==> config.mk <==
export PLATFORM = sky130hd
export DESIGN_NAME = dma_cmd_select
export DESIGN_NICKNAME = d
export VERILOG_FILES = /design/src/rtl/dma_cmd_pkg.sv /design/src/rtl/dma_cmd_decode.sv /design/src/rtl/dma_cmd_hold.sv /design/src/rtl/dma_cmd_select.sv
export SDC_FILE = /design/constraint.sdc
export NUM_CORES = 1
export LEC_CHECK = 0
export ABC_AREA = 1
export BUFFER_PORTS_ARGS = -buffer_cell sky130_fd_sc_hd__buf_4
export CORE_AREA = 5 5 42 44
export DETAILED_ROUTE_END_ITERATION = 8
export DIE_AREA = 0 0 47 49
export GPL_TIMING_DRIVEN = 0
export PLACE_DENSITY = 0.42
export REMOVE_ABC_BUFFERS = 1
export SLEW_MARGIN = 30
export SYNTH_ARGS = -nofsm -noshare
export SYNTH_HDL_FRONTEND = slang
export SYNTH_SLANG_ARGS = --single-unit
==> constraint.sdc <==
create_clock -name clk -period 2.5 [get_ports clk]
set_input_delay 0.125 -clock clk [delete_from_list [all_inputs] [get_ports clk]]
set_output_delay 0.125 -clock clk [all_outputs]
set_load 0.005 [all_outputs]
==> src/rtl/dma_cmd_pkg.sv <==
package dma_cmd_pkg;
  localparam int CMD_W = 4;
  localparam int CYC_W = 2;

  typedef enum logic [CYC_W-1:0] {
    CYC_FETCH    = 2'b00,
    CYC_READ     = 2'b01,
    CYC_WRITE    = 2'b10,
    CYC_READ_ALT = 2'b11
  } cyc_e;

  localparam logic [CMD_W-1:0] CMD_IO_WR    = 4'b0011;
  localparam logic [CMD_W-1:0] CMD_MEM_RD   = 4'b0110;
  localparam logic [CMD_W-1:0] CMD_MEM_WR   = 4'b0111;
  localparam logic [CMD_W-1:0] CMD_RD_MULT  = 4'b1100;
  localparam logic [CMD_W-1:0] CMD_RD_LINE  = 4'b1110;
endpackage

==> src/rtl/dma_cmd_decode.sv <==
module dma_cmd_decode
  import dma_cmd_pkg::*;
(
  input  logic [CYC_W-1:0] cyc,
  input  logic             dest,
  input  logic             burst_legal,
  input  logic             dest_io,
  input  logic             rd_line_en,
  input  logic             rd_mult_en,
  input  logic             cache_en,
  output logic [CMD_W-1:0] code,
  output logic             io_space
);
  logic is_fetch;
  logic is_write;
  logic mult_ok;

  always_comb begin
    is_fetch = (cyc == CYC_FETCH);
    is_write = (cyc == CYC_WRITE);
    mult_ok  = rd_mult_en && cache_en && burst_legal;
  end

  always_comb begin
    code     = CMD_MEM_RD;
    io_space = 1'b0;
    if (is_write) begin
      if (dest && dest_io) begin
        code     = CMD_IO_WR;
        io_space = 1'b1;
      end else begin
        code = CMD_MEM_WR;
      end
    end else if (!is_fetch) begin
      if (mult_ok)         code = CMD_RD_MULT;
      else if (rd_line_en) code = CMD_RD_LINE;
      else                 code = CMD_MEM_RD;
    end
  end
endmodule

==> src/rtl/dma_cmd_hold.sv <==
module dma_cmd_hold #(
  parameter int W = 5
) (
  input  logic         clk,
  input  logic         rst_n,
  input  logic         in_valid,
  output logic         in_ready,
  input  logic [W-1:0] in_data,
  output logic         out_valid,
  output logic [W-1:0] out_data,
  input  logic         out_done
);
  logic         busy_q, busy_d;
  logic         load_en;
  logic [W-1:0] data_q;

  always_comb begin
    load_en = in_valid && !busy_q;
    if (busy_q) busy_d = !out_done;
    else        busy_d = in_valid;
  end

  always_ff @(posedge clk or negedge rst_n) begin
    if (!rst_n) busy_q <= 1'b0;
    else        busy_q <= busy_d;
  end

  always_ff @(posedge clk or negedge rst_n) begin
    if (!rst_n)       data_q <= '0;
    else if (load_en) data_q <= in_data;
  end

  assign in_ready  = !busy_q;
  assign out_valid = busy_q;
  assign out_data  = data_q;


  accept_chk: assert property (@(posedge clk) disable iff (!rst_n)
    in_valid && in_ready |=> out_valid && !in_ready && out_data == $past(in_data));


  hold_stable_chk: assert property (@(posedge clk) disable iff (!rst_n)
    out_valid && !out_done |=> out_valid && $stable(out_data));


  release_chk: assert property (@(posedge clk) disable iff (!rst_n)
    out_valid && out_done |=> !out_valid && in_ready);
endmodule

==> src/rtl/dma_cmd_select.sv <==
module dma_cmd_select
  import dma_cmd_pkg::*;
(
  input  logic             clk,
  input  logic             rst_n,
  input  logic             req_valid,
  output logic             req_ready,
  input  logic [CYC_W-1:0] req_cycle,
  input  logic             req_dest,
  input  logic             req_burst_legal,
  input  logic             cfg_dest_io,
  input  logic             cfg_rd_line_en,
  input  logic             cfg_rd_mult_en,
  input  logic             cfg_cache_en,
  output logic             cmd_valid,
  output logic [CMD_W-1:0] cmd_code,
  output logic             cmd_io,
  input  logic             cmd_done
);
  localparam int PW = CMD_W + 1;

  logic [CMD_W-1:0] dec_code;
  logic             dec_io;
  logic [PW-1:0]    held;

  dma_cmd_decode u_decode (
    .cyc         (req_cycle),
    .dest        (req_dest),
    .burst_legal (req_burst_legal),
    .dest_io     (cfg_dest_io),
    .rd_line_en  (cfg_rd_line_en),
    .rd_mult_en  (cfg_rd_mult_en),
    .cache_en    (cfg_cache_en),
    .code        (dec_code),
    .io_space    (dec_io)
  );

  dma_cmd_hold #(.W(PW)) u_hold (
    .clk       (clk),
    .rst_n     (rst_n),
    .in_valid  (req_valid),
    .in_ready  (req_ready),
    .in_data   ({dec_io, dec_code}),
    .out_valid (cmd_valid),
    .out_data  (held),
    .out_done  (cmd_done)
  );

  assign cmd_io   = held[PW-1];
  assign cmd_code = held[CMD_W-1:0];


  fetch_no_line_chk: assert property (@(posedge clk) disable iff (!rst_n)
    req_cycle == CYC_FETCH |-> dec_code == CMD_MEM_RD);


  io_only_write_chk: assert property (@(posedge clk) disable iff (!rst_n)
    cmd_valid && cmd_io |-> cmd_code == CMD_IO_WR);


  mult_prio_chk: assert property (@(posedge clk) disable iff (!rst_n)
    req_cycle[0] && cfg_rd_mult_en && cfg_cache_en && req_burst_legal |-> dec_code == CMD_RD_MULT);
endmodule

==> impl_metrics.json, run 1 <==
{
  "synth_warnings": 0,
  "worst_reg2reg_path_depth": 5,
  "global_route_wire_length_before_repair_um": 1069,
  "final.fill_count": 160,
  "clock-sinks": 6,
  "groute.layer.met1.usage_pct": 8.054,
  "asyncSetResetFlopFracSynth_pct": 100.0,
  "dp.final_hpwl_um": 562.6,
  "layout.cell_area.non_filler_um2": 457.9,
  "floorplan.initialDensity_pct": 19.29,
  "htree_levels": 1,
  "achievable-frequency_mhz": 1017,
  "tritoncts": "done",
  "number_of_buffers_inserted_by_post_cts_setup_repair": 0,
  "routed_via_density": 4.174,
  "synthesis.area_um2": 270.3,
  "largest_net_degree_at_the_start_of_global_routing": 9,
  "grt_remaining_overflow": 0,
  "final-setup-viol-count": 0,
  "clock_path_buffers": 2,
  "number_of_distinct_library_cells_after_synthesis": 11,
  "sequential_cell_area_um2": 150.1,
  "fraction_of_layout_cells_with_a_size_suffix_above_1_pct": 49.06,
  "synthToLayoutAreaGrowth_pct": 69.44,
  "worst_ir_drop_vdd_mv": 0.1899,
  "timing.max_slew.rel_slack_pct": 87.86,
  "cts_inserted_buffers": 3,
  "wl_um": 682,
  "yosysSeqAreaShare_pct": 55.56,
  "synth.top_cells.by_area": "sky130_fd_sc_hd__dfrtp_1, sky130_fd_sc_hd__nand2_1, sky130_fd_sc_hd__o21ai_0",
  "insertion_delay_ns": 0.25,
  "grt_use_met2_pct": 8.824,
  "multi_input_area_um2": 105.1,
  "gpl.final_weighted_congestion": 0.6858,
  "drt.antenna.violating_nets": 0,
  "timing.max_cap.violations": 0,
  "min_path_cells": 2,
  "grt_antenna_before_repair": 0,
  "detailedPlace.worstSlack_ns": 1.606,
  "die_boundary_width_um": 47,
  "worst-path-max-fanout": 3,
  "setup-tns-final_ns": 0,
  "synth_edf_count": 0,
  "power_per_cell_area_mw_per_mm2": 613.7,
  "core_mm2": 0.001401,
  "floorplan.io_pins": 19,
  "timing_worst_setup_path_type": "reg2out",
  "number_of_rows_created_at_floorplan": 14,
  "cp_data_arrival_time_ns": 0.86,
  "die_y_um": 49,
  "post_cts_resized": 0,
  "hp-class": "in2reg",
  "syn_avg_cell_area_um2": 8.718,
  "num_vias": 288,
  "die-area_mm2": 0.002303,
  "n_antenna_cell": 0,
  "setup_repair_after_global_routing_missed_its_margin": "no",
  "post-synth-top-area-fraction_pct": 55.56,
  "detail_route.first_pass.iterations": 4,
  "routed_wire_length_per_instance_um": 9.884,
  "timing.critical_path.to_type": "output port",
  "yosys.area.top_type": "sky130_fd_sc_hd__dfrtp_1",
  "worst-slew-pin-transition_ns": 0.1814,
  "final_critical_path_setup_slack_ns": 1.517,
  "fin_util_pct": 32.68,
  "ys_seq_elements": 6,
  "ctsRootBufferMaster": "sky130_fd_sc_hd__clkbuf_4",
  "total_power_w": 0.0002810,
  "drc": 0,
  "start_kind": "flop",
  "finClkSkew_ns": 0.002508,
  "ys.flop_type": "sky130_fd_sc_hd__dfrtp_1",
  "cp_data_required_time_ns": 2.38,
  "finalNetCount": 67,
  "place_area_um2": 425.4,
  "drv_slew": 0,
  "hold_viol": 0,
  "met3_usage_pct": 2.583,
  "buffers_added_on_ports": 18,
  "yosys.cell_count.top_type": "sky130_fd_sc_hd__nand2_1",
  "post-route-min-period_ns": 0.9834,
  "drt-initial-drc-count": 3,
  "grt.total_usage_pct": 6.870,
  "final.period_utilization_pct": 39.34,
  "global_route.peak_usage_layer": "met2",
  "cts.clk_slew.worst_paths_ns": 0.04,
  "first_global_vias": 276,
  "p_leak_nw": 0.2417,
  "most_instantiated_cells_after_synthesis": "sky130_fd_sc_hd__nand2_1, sky130_fd_sc_hd__dfrtp_1, sky130_fd_sc_hd__inv_1, sky130_fd_sc_hd__o21ai_0",
  "run_status": "complete, no violations",
  "synthCells": 31
}
power by group:
part | switching, W | total, W | internal [W]
clock network | 0.0000373 | 0.0000917 | 0.0000544
registers | 0.00000888 | 0.000120 | 0.000111
logic | 0.0000290 | 0.0000694 | 0.0000403
total | 0.0000752 | 0.000281 | 0.000206
critical path, stage by stage (launching register included):
cell and delay [ns]:
sky130_fd_sc_hd__dfrtp_1 0.40, sky130_fd_sc_hd__inv_2 0.10, sky130_fd_sc_hd__buf_4 0.11
cell families after synthesis:
logic type,Yosys count,synth area share (%)
flip-flops,6,55.55
AND/OR/NAND/NOR,17,30.09
buffers and inverters,4,5.554
AO/OA/AOI/OAI,4,8.795
routing by layer:
layer | wire (um) | vias to the layer above
met1 | 281 | 128
met2 | 299 | 15
li1 | - | 142
met5 | 0 | -
met3 | 71 | 3
met4 | 30 | 0
timing repair:
action,in CTS,in global routing
hold endpoints to repair,6,0
endpoints found under the setup margin,0,0
hold buffers,1,0
cell type report:
class,instances,share of cell area (%)
tap,16,4.372
timing repair buffer,19,31.69
multi-input combinational,21,22.95
clock buffer,3,4.918
inverter,4,3.279
sequential,6,32.79
sequential cells by signal, indices dropped and copies added (netlist names):
register and flops:
u_hold.out_data 5, u_hold.out_valid 1
stage by stage:
| step | hold slack (ns) | cells |
|---|---|---|
| after detailed placement | -0.06037 | 65 |
| after global routing | 0.1026 | 69 |
| after floorplan | -0.1706 | 31 |
| after global placement | -0.06209 | 65 |
| after CTS | 0.06361 | 69 |
| final | 0.06695 | 69 |
placed cells by master (no fill, tap or decap), drive strengths merged:
cell type,n
nand4,1
inv,4
o21ai,3
buf,18
nand2,10
nor2,4
clkbuf,3
nand3,2
dlygate4sd3,1
dfrtp,6
a21oi,1
worst paths after layout:
path	slack [ns]	start	to
setup / recovery	1.52	u_hold.out_valid$_DFF_PN0_	req_ready
setup reg to reg	1.61	u_hold.out_valid$_DFF_PN0_	u_hold.out_data[3]$_DFFE_PN0P_
min in group asynchronous	0.22	rst_n	u_hold.out_data[4]$_DFFE_PN0P_
hold reg to reg	0.49	u_hold.out_data[2]$_DFFE_PN0P_	u_hold.out_data[2]$_DFFE_PN0P_
max in group asynchronous	2.16	rst_n	u_hold.out_data[3]$_DFFE_PN0P_
hold / removal	0.07	cmd_done	u_hold.out_valid$_DFF_PN0_
(Power assumes the default switching activity.)
==> run 2: changes to the inputs <==
--- a/config.mk
+++ b/config.mk
@@ -5,13 +5,13 @@
 export SDC_FILE = /design/constraint.sdc
 export NUM_CORES = 1
 export LEC_CHECK = 0
-export ABC_AREA = 1
+export ABC_AREA = 0
 export BUFFER_PORTS_ARGS = -buffer_cell sky130_fd_sc_hd__buf_4
 export CORE_AREA = 5 5 42 44
 export DETAILED_ROUTE_END_ITERATION = 8
 export DIE_AREA = 0 0 47 49
 export GPL_TIMING_DRIVEN = 0
-export PLACE_DENSITY = 0.42
+export PLACE_DENSITY = 0.44
 export REMOVE_ABC_BUFFERS = 1
 export SLEW_MARGIN = 30
 export SYNTH_ARGS = -nofsm -noshare
==> constraint.sdc (replaced) <==
create_clock -name clk -period 0.8 [get_ports clk]
set_input_delay 0.04 -clock clk [delete_from_list [all_inputs] [get_ports clk]]
set_output_delay 0.04 -clock clk [all_outputs]
set_load 0.005 [all_outputs]
==> run 2 against run 1 <==
  * The run now ends with setup timing left
  * Clock skew fell by 0.0015 ns
  * Clock power rose to 2.9 times the previous value
  * Utilization rose by 3.9 points
  * Highest routed layer unchanged
==> impl_metrics.json, run 2 <==
{
  "power_per_cell_area_mw_per_mm2": 1758,
  "routed_via_density": 4.194,
  "finClkSkew_ns": 0.001010,
  "ctsRootBufferMaster": "sky130_fd_sc_hd__clkbuf_4",
  "htree_levels": 1,
  "post-route-min-period_ns": 1.043,
  "share_seq_of_total_power_pct": 41.3,
  "grt.total_usage_pct": 8.369,
  "core_mm2": 0.001401,
  "timing.max_cap.violations": 0,
  "timing.critical_path.to_type": "flop",
  "yosys.area_share.xor_xnor_pct": 0,
  "multi_input_area_um2": 116.4,
  "cp_data_required_time_ns": 0.92,
  "syn_avg_cell_area_um2": 12.23,
  "gpl.final_weighted_congestion": 0.6455,
  "p_leak_nw": 0.2438,
  "yosys.area.top_type": "sky130_fd_sc_hd__dfrtp_1",
  "ys.flop_type": "sky130_fd_sc_hd__dfrtp_1",
  "synthesis.area_um2": 269.0,
  "synth_simple_gate_area_share_pct": 12.56,
  "critical_path.max_stage_delay_ns": 0.41,
  "critical_path.top_delay_family": "flip-flops",
  "insertion_delay_ns": 0.24,
  "yosys.cell_count.top_type": "sky130_fd_sc_hd__dfrtp_1",
  "final.period_utilization_pct": 130.3,
  "run_status": "complete, but fails checks",
  "synth.top_cells.by_area": "sky130_fd_sc_hd__dfrtp_1, sky130_fd_sc_hd__mux2_4, sky130_fd_sc_hd__nor2b_1",
  "tritoncts": "done",
  "detailedPlace.worstSlack_ns": -0.5064,
  "synthToLayoutAreaGrowth_pct": 90.70,
  "clock-sinks": 6,
  "detail_route.first_pass.iterations": 4,
  "largest_net_degree_at_the_start_of_global_routing": 7,
  "asyncSetResetFlopFracSynth_pct": 100.0,
  "post-synth-top-area-fraction_pct": 55.81,
  "combinationalPowerShare_pct": 29.1,
  "hp-class": "in2reg",
  "synth_compound_gate_area_share_pct": 10.70,
  "fin_util_pct": 36.61,
  "die_boundary_width_um": 47,
  "critical-path-slowest-cell": "sky130_fd_sc_hd__dfrtp_1",
  "number_of_rows_created_at_floorplan": 14,
  "synth_edf_count": 0,
  "grt_antenna_before_repair": 0,
  "setup_repair_after_global_routing_missed_its_margin": "yes",
  "fraction_of_layout_cells_with_a_size_suffix_above_1_pct": 60.87,
  "global_route_wire_length_before_repair_um": 1269,
  "buffers_added_on_ports": 18,
  "grt_remaining_overflow": 0,
  "synth_top_family_by_area": "multiplexers",
  "num_vias": 260,
  "routed_wire_length_per_instance_um": 11.94,
  "largest_register_ff_count": 5,
  "final_critical_path_setup_slack_ns": -0.2426,
  "synthCells": 22,
  "final.fill_count": 149,
  "cp_data_arrival_time_ns": 1.16,
  "power.share.clock_pct": 29.6,
  "yosysSeqAreaShare_pct": 55.81,
  "timing.max_slew.rel_slack_pct": 88.38,
  "worst-path-max-fanout": 4,
  "synthMuxAreaShare_pct": 14.88,
  "finalNetCount": 60,
  "synth_warnings": 0,
  "drt.antenna.violating_nets": 0,
  "setup-tns-final_ns": -1.254,
  "n_antenna_cell": 0,
  "ys_seq_elements": 6,
  "die-area_mm2": 0.002303,
  "most_instantiated_cells_after_synthesis": "sky130_fd_sc_hd__dfrtp_1, sky130_fd_sc_hd__inv_1, sky130_fd_sc_hd__mux2_4, sky130_fd_sc_hd__nor2b_1",
  "floorplan.initialDensity_pct": 19.20,
  "placedCellCount": 55,
  "layout.cell_area.non_filler_um2": 513.0,
  "place_area_um2": 419.2,
  "worst-slew-pin-transition_ns": 0.1740,
  "hold_viol": 0,
  "clock_path_buffers": 2,
  "fin_cells": 62,
  "die_y_um": 49,
  "drc": 0,
  "wl_um": 740,
  "cts_inserted_buffers": 3,
  "number_of_distinct_library_cells_after_synthesis": 13,
  "switching_power_w": 0.0002109,
  "start_kind": "flop",
  "cell_internal_pwr_w": 0.0006908,
  "critical_path_buf_inv_count": 0,
  "floorplan.io_pins": 19,
  "final-setup-viol-count": 8,
  "mostFrequentLayoutCells": "sky130_fd_sc_hd__buf_4, sky130_fd_sc_hd__buf_6, sky130_fd_sc_hd__dfrtp_1",
  "path_cells": "nor2b_4, mux2_4",
  "timing_worst_setup_path_type": "reg2reg",
  "worst_ir_drop_vdd_mv": 0.8846,
  "drv_slew": 0,
  "reg2reg_slack_ns": -0.24,
  "achievable-frequency_mhz": 959.1,
  "violations_in_the_final_reports": "setup timing",
  "switching_share_pct": 23.39,
  "post_synthesis_share_of_cell_area_spent_on_full_adders_half_adders_and_majority_gates_pct": 0,
  "first_global_vias": 304,
  "cts.clk_slew.worst_paths_ns": 0.04,
  "most_frequent_standard_cell_in_the_layout_excluding_fill_and_tap_cells": "sky130_fd_sc_hd__buf_4",
  "sequential_cell_area_um2": 150.1,
  "drt-initial-drc-count": 1
}
[run 2: cell types whose count changed in the layout (fill, tap and decap cells not counted), moves of 2 or more]
cell                      before  now
sky130_fd_sc_hd__nand2_1       9    0
sky130_fd_sc_hd__buf_6         0    6
sky130_fd_sc_hd__buf_4        18   14
sky130_fd_sc_hd__o21ai_0       3    0
sky130_fd_sc_hd__mux2_4        0    2
sky130_fd_sc_hd__nor2_1        2    0
sky130_fd_sc_hd__nor2_2        2    0
[run 2: final timing paths]
path	startpoint	end	depth (start not counted)
max in group asynchronous	rst_n	u_hold.out_valid$_DFF_PN0_	2
min	cfg_rd_line_en	u_hold.out_data[3]$_DFFE_PN0P_	3
max reg2reg	u_hold.out_valid$_DFF_PN0_	u_hold.out_data[2]$_DFFE_PN0P_	2
min reg2reg	u_hold.out_data[0]$_DFFE_PN0P_	u_hold.out_data[0]$_DFFE_PN0P_	1
max	u_hold.out_valid$_DFF_PN0_	u_hold.out_data[2]$_DFFE_PN0P_	2
min in group asynchronous	rst_n	u_hold.out_data[1]$_DFFE_PN0P_	2
[run 2: cell type report]
type	instances	area share [%]
timing repair buffer	22	37.56
tap	16	3.902
sequential	6	29.27
inverter	3	2.195
multi-input combinational	12	22.68
clock buffer	3	4.390
[run 2: through the flow]
stage	hold slack, ns	power (W)
after floorplan	-0.2556	0.0004392
after global routing	0.05040	0.0009787
after global placement	-0.1475	0.0005678
after detailed placement	-0.1492	0.0005716
after CTS	0.03773	0.0009320
final	0.04111	0.0009017
[run 2: logic make-up (layout without fill, tap and decap cells)]
logic type,count (synthesis),after routing
multiplexers,3,3
AND/OR/NAND/NOR,5,5
AO/OA/AOI/OAI,4,4
flip-flops,6,6
buffers and inverters,4,28
[run 2: worst reg2reg max path: stages (launching register included)]
cell and delay [ns]:
sky130_fd_sc_hd__dfrtp_1 0.41, sky130_fd_sc_hd__nor2b_4 0.20, sky130_fd_sc_hd__mux2_4 0.32
[run 2: power groups by stage]
stage	sequential, W	combinational, W	clock (W)
finish	0.000372	0.000263	0.000267
global placement	0.000366	0.000202	0
global route	0.000377	0.000285	0.000317
detailed placement	0.000370	0.000202	0
floorplan	0.000369	0.0000705	0
CTS	0.000373	0.000277	0.000282
[run 2: repair_timing]
item,4_1_cts,5_1_grt
endpoints found under the setup margin,13,13
buffers inserted,3,0
hold buffers,2,0
hold endpoints to repair,7,0
gates resized for setup,11,0
cloned,0,0
[run 2: routing by layer]
layer / up-vias / wire length, um / GRT usage, %
met1: 129 / 221 / 6.966
met2: 5 / 477 / 13.57
met4: 0 / 12 / 4.147
li1: 124 / - / -
met5: - / 0 / 0
met3: 2 / 29 / 6.642
==> run 3: changes to the inputs <==
--- a/config.mk
+++ b/config.mk
@@ -5,12 +5,13 @@
 export SDC_FILE = /design/constraint.sdc
 export NUM_CORES = 1
 export LEC_CHECK = 0
-export ABC_AREA = 0
+export ABC_AREA = 1
 export BUFFER_PORTS_ARGS = -buffer_cell sky130_fd_sc_hd__buf_4
 export CORE_AREA = 5 5 42 44
 export DETAILED_ROUTE_END_ITERATION = 8
 export DIE_AREA = 0 0 47 49
 export GPL_TIMING_DRIVEN = 0
+export HOLD_SLACK_MARGIN = 0.15
 export PLACE_DENSITY = 0.44
 export REMOVE_ABC_BUFFERS = 1
 export SLEW_MARGIN = 30
==> run 3 against run 2 <==
  * The run still ends with setup timing left
  * Setup slack better by 0.15 ns
  * Maximum frequency is 17% higher
  * Power is 6.3% higher
  * Via count is 14% higher
  * Design area is 7.3% higher
  * Sequential power is 2% higher
  * Utilization is 2.7 points higher
  * Cell count is 23% higher
  * First-iteration DRC count stayed put
  * Combinational power is 12% higher
  * Hold slack better by 0.024 ns
  * Clock power is 7% higher
==> impl_metrics.json, run 3 (synthesis results as in run 1) <==
{
  "run_status": "complete, but fails checks",
  "violations_in_the_final_reports": "setup timing",
  "critical_path_buf_inv_count": 1,
  "fraction_of_layout_cells_with_a_size_suffix_above_1_pct": 46.67,
  "post-route-min-period_ns": 0.8944,
  "cts.clk_slew.worst_paths_ns": 0.05,
  "number_of_rows_created_at_floorplan": 14,
  "synthToLayoutAreaGrowth_pct": 103.7,
  "wl_um": 773,
  "timing.max_cap.violations": 0,
  "global_route_wire_length_before_repair_um": 1159,
  "placedCellCount": 65,
  "detailedPlace.worstSlack_ns": -0.09644,
  "grt.total_usage_pct": 7.208,
  "setup-tns-final_ns": -0.4073,
  "largest_register_ff_count": 5,
  "critical_path.max_stage_delay_ns": 0.40,
  "first_global_vias": 296,
  "power_per_cell_area_mw_per_mm2": 1741,
  "cp_data_arrival_time_ns": 1.08,
  "tritoncts": "done",
  "hold_viol": 0,
  "cp_data_required_time_ns": 0.98,
  "drt-initial-drc-count": 1,
  "final.period_utilization_pct": 111.8,
  "final-setup-viol-count": 7,
  "die-area_mm2": 0.002303,
  "routed_wire_length_per_instance_um": 10.17,
  "grt_antenna_before_repair": 0,
  "ctsRootBufferMaster": "sky130_fd_sc_hd__clkbuf_4",
  "finClkSkew_ns": 0.003131,
  "grt_remaining_overflow": 0,
  "num_vias": 296,
  "floorplan.io_pins": 19,
  "drt.antenna.violating_nets": 0,
  "insertion_delay_ns": 0.25,
  "start_kind": "flop",
  "final_critical_path_setup_slack_ns": -0.09443,
  "place_area_um2": 425.4,
  "drc": 0,
  "buffers_added_on_ports": 18,
  "p_leak_nw": 0.2797,
  "clock-sinks": 6,
  "dp.final_hpwl_um": 589.7,
  "achievable-frequency_mhz": 1118,
  "core_mm2": 0.001401,
  "gpl.final_weighted_congestion": 0.6346,
  "die_y_um": 49,
  "mostFrequentLayoutCells": "sky130_fd_sc_hd__buf_4, sky130_fd_sc_hd__nand2_1, sky130_fd_sc_hd__dlygate4sd3_1, sky130_fd_sc_hd__buf_6, sky130_fd_sc_hd__dfrtp_1",
  "drv_slew": 0,
  "worst-path-max-fanout": 8,
  "fin_util_pct": 39.29,
  "worst_ir_drop_vdd_mv": 0.8120,
  "timing.critical_path.to_type": "flop",
  "multi_input_area_um2": 110.1,
  "floorplan.initialDensity_pct": 19.29,
  "die_boundary_width_um": 47,
  "path_cells": "inv_2, nand2_4, nor2_4, nand2_1, nand3_1",
  "fin_cells": 76,
  "sequential_cell_area_um2": 150.1,
  "htree_levels": 1,
  "routed_via_density": 3.895,
  "worst-slew-pin-transition_ns": 0.1707,
  "critical-path-slowest-cell": "sky130_fd_sc_hd__dfrtp_1",
  "timing.max_slew.rel_slack_pct": 88.58,
  "timing_worst_setup_path_type": "reg2reg",
  "largest_net_degree_at_the_start_of_global_routing": 9,
  "layout.cell_area.non_filler_um2": 550.5,
  "clock_path_buffers": 2,
  "n_antenna_cell": 0,
  "setup_repair_after_global_routing_missed_its_margin": "yes",
  "detail_route.first_pass.iterations": 2,
  "cts_inserted_buffers": 3,
  "most_frequent_standard_cell_in_the_layout_excluding_fill_and_tap_cells": "sky130_fd_sc_hd__buf_4",
  "critical_path.top_delay_family": "flip-flops",
  "finalNetCount": 74,
  "final.fill_count": 155,
  "cts_hold_repair.buffers": 6,
  "hp-class": "in2reg"
}
-- run 3: cell types whose count changed in the layout (fill, tap and decap cells not counted), sizes merged, moves of 2 or more --
| cell | before | now |
|---|---|---|
| nand2 | 0 | 10 |
| mux2 | 2 | 0 |
| o21ai | 0 | 3 |
| nor2 | 0 | 4 |
| nor2b | 2 | 0 |
| dlygate4sd3 | 2 | 6 |
-- run 3: routing by layer --
layer | share of wire [%] | up-vias | GRT usage [%]
li1 | - | 157 | -
met3 | 14 | 0 | 4.797
met2 | 45 | 16 | 8.824
met4 | 0 | 0 | 4.147
met5 | 0 | - | 0
met1 | 41 | 123 | 9.111
-- run 3: repair_timing --
action                                 4_1_cts  5_1_grt
setup endpoints to repair                    9       13
buffers inserted                             1        1
cloned                                       0        0
gates resized for setup                      5        5
pin swaps                                    2        1
endpoints found under the hold margin       11        6
-- run 3: worst reg2reg max path, stage by stage (launching register included) --
cell and delay, ns:
sky130_fd_sc_hd__dfrtp_1 0.40, sky130_fd_sc_hd__inv_2 0.11, sky130_fd_sc_hd__nand2_4 0.09, sky130_fd_sc_hd__nor2_4 0.10, sky130_fd_sc_hd__nand2_1 0.06, sky130_fd_sc_hd__nand3_1 0.07
-- run 3: final timing paths --
kind	startpoint	to	slack, ns	cells past startpoint
min in group asynchronous	rst_n	u_hold.out_data[3]$_DFFE_PN0P_	0.14	2
max in group asynchronous	rst_n	u_hold.out_data[4]$_DFFE_PN0P_	0.54	2
worst min register to register	u_hold.out_data[4]$_DFFE_PN0P_	u_hold.out_data[4]$_DFFE_PN0P_	0.51	2
worst min-delay path	req_cycle[0]	u_hold.out_data[3]$_DFFE_PN0P_	0.06	3
worst max register to register	u_hold.out_valid$_DFF_PN0_	u_hold.out_data[3]$_DFFE_PN0P_	-0.09	5
worst max-delay path	u_hold.out_valid$_DFF_PN0_	u_hold.out_data[3]$_DFFE_PN0P_	-0.09	5
-- run 3: area by class of cell --
class	count	share of cell area, %
tap	16	3.636
multi-input combinational	21	20.00
sequential	6	27.27
timing repair buffer	26	42.27
inverter	4	2.727
clock buffer	3	4.091
-- run 3: stage by stage --
step                      total power, W  hold slack (ns)
after global routing            0.001031          0.07528
after floorplan                0.0004542          -0.2556
final                          0.0009587          0.06498
after detailed placement       0.0005997          -0.1438
after CTS                      0.0009421          0.05709
after global placement         0.0005971          -0.1464
-- run 3: report_power, final --
part	internal [W]	switching (W)
combinational	0.000187	0.000108
sequential	0.000347	0.0000309
clock	0.000170	0.000115
total	0.000704	0.000254
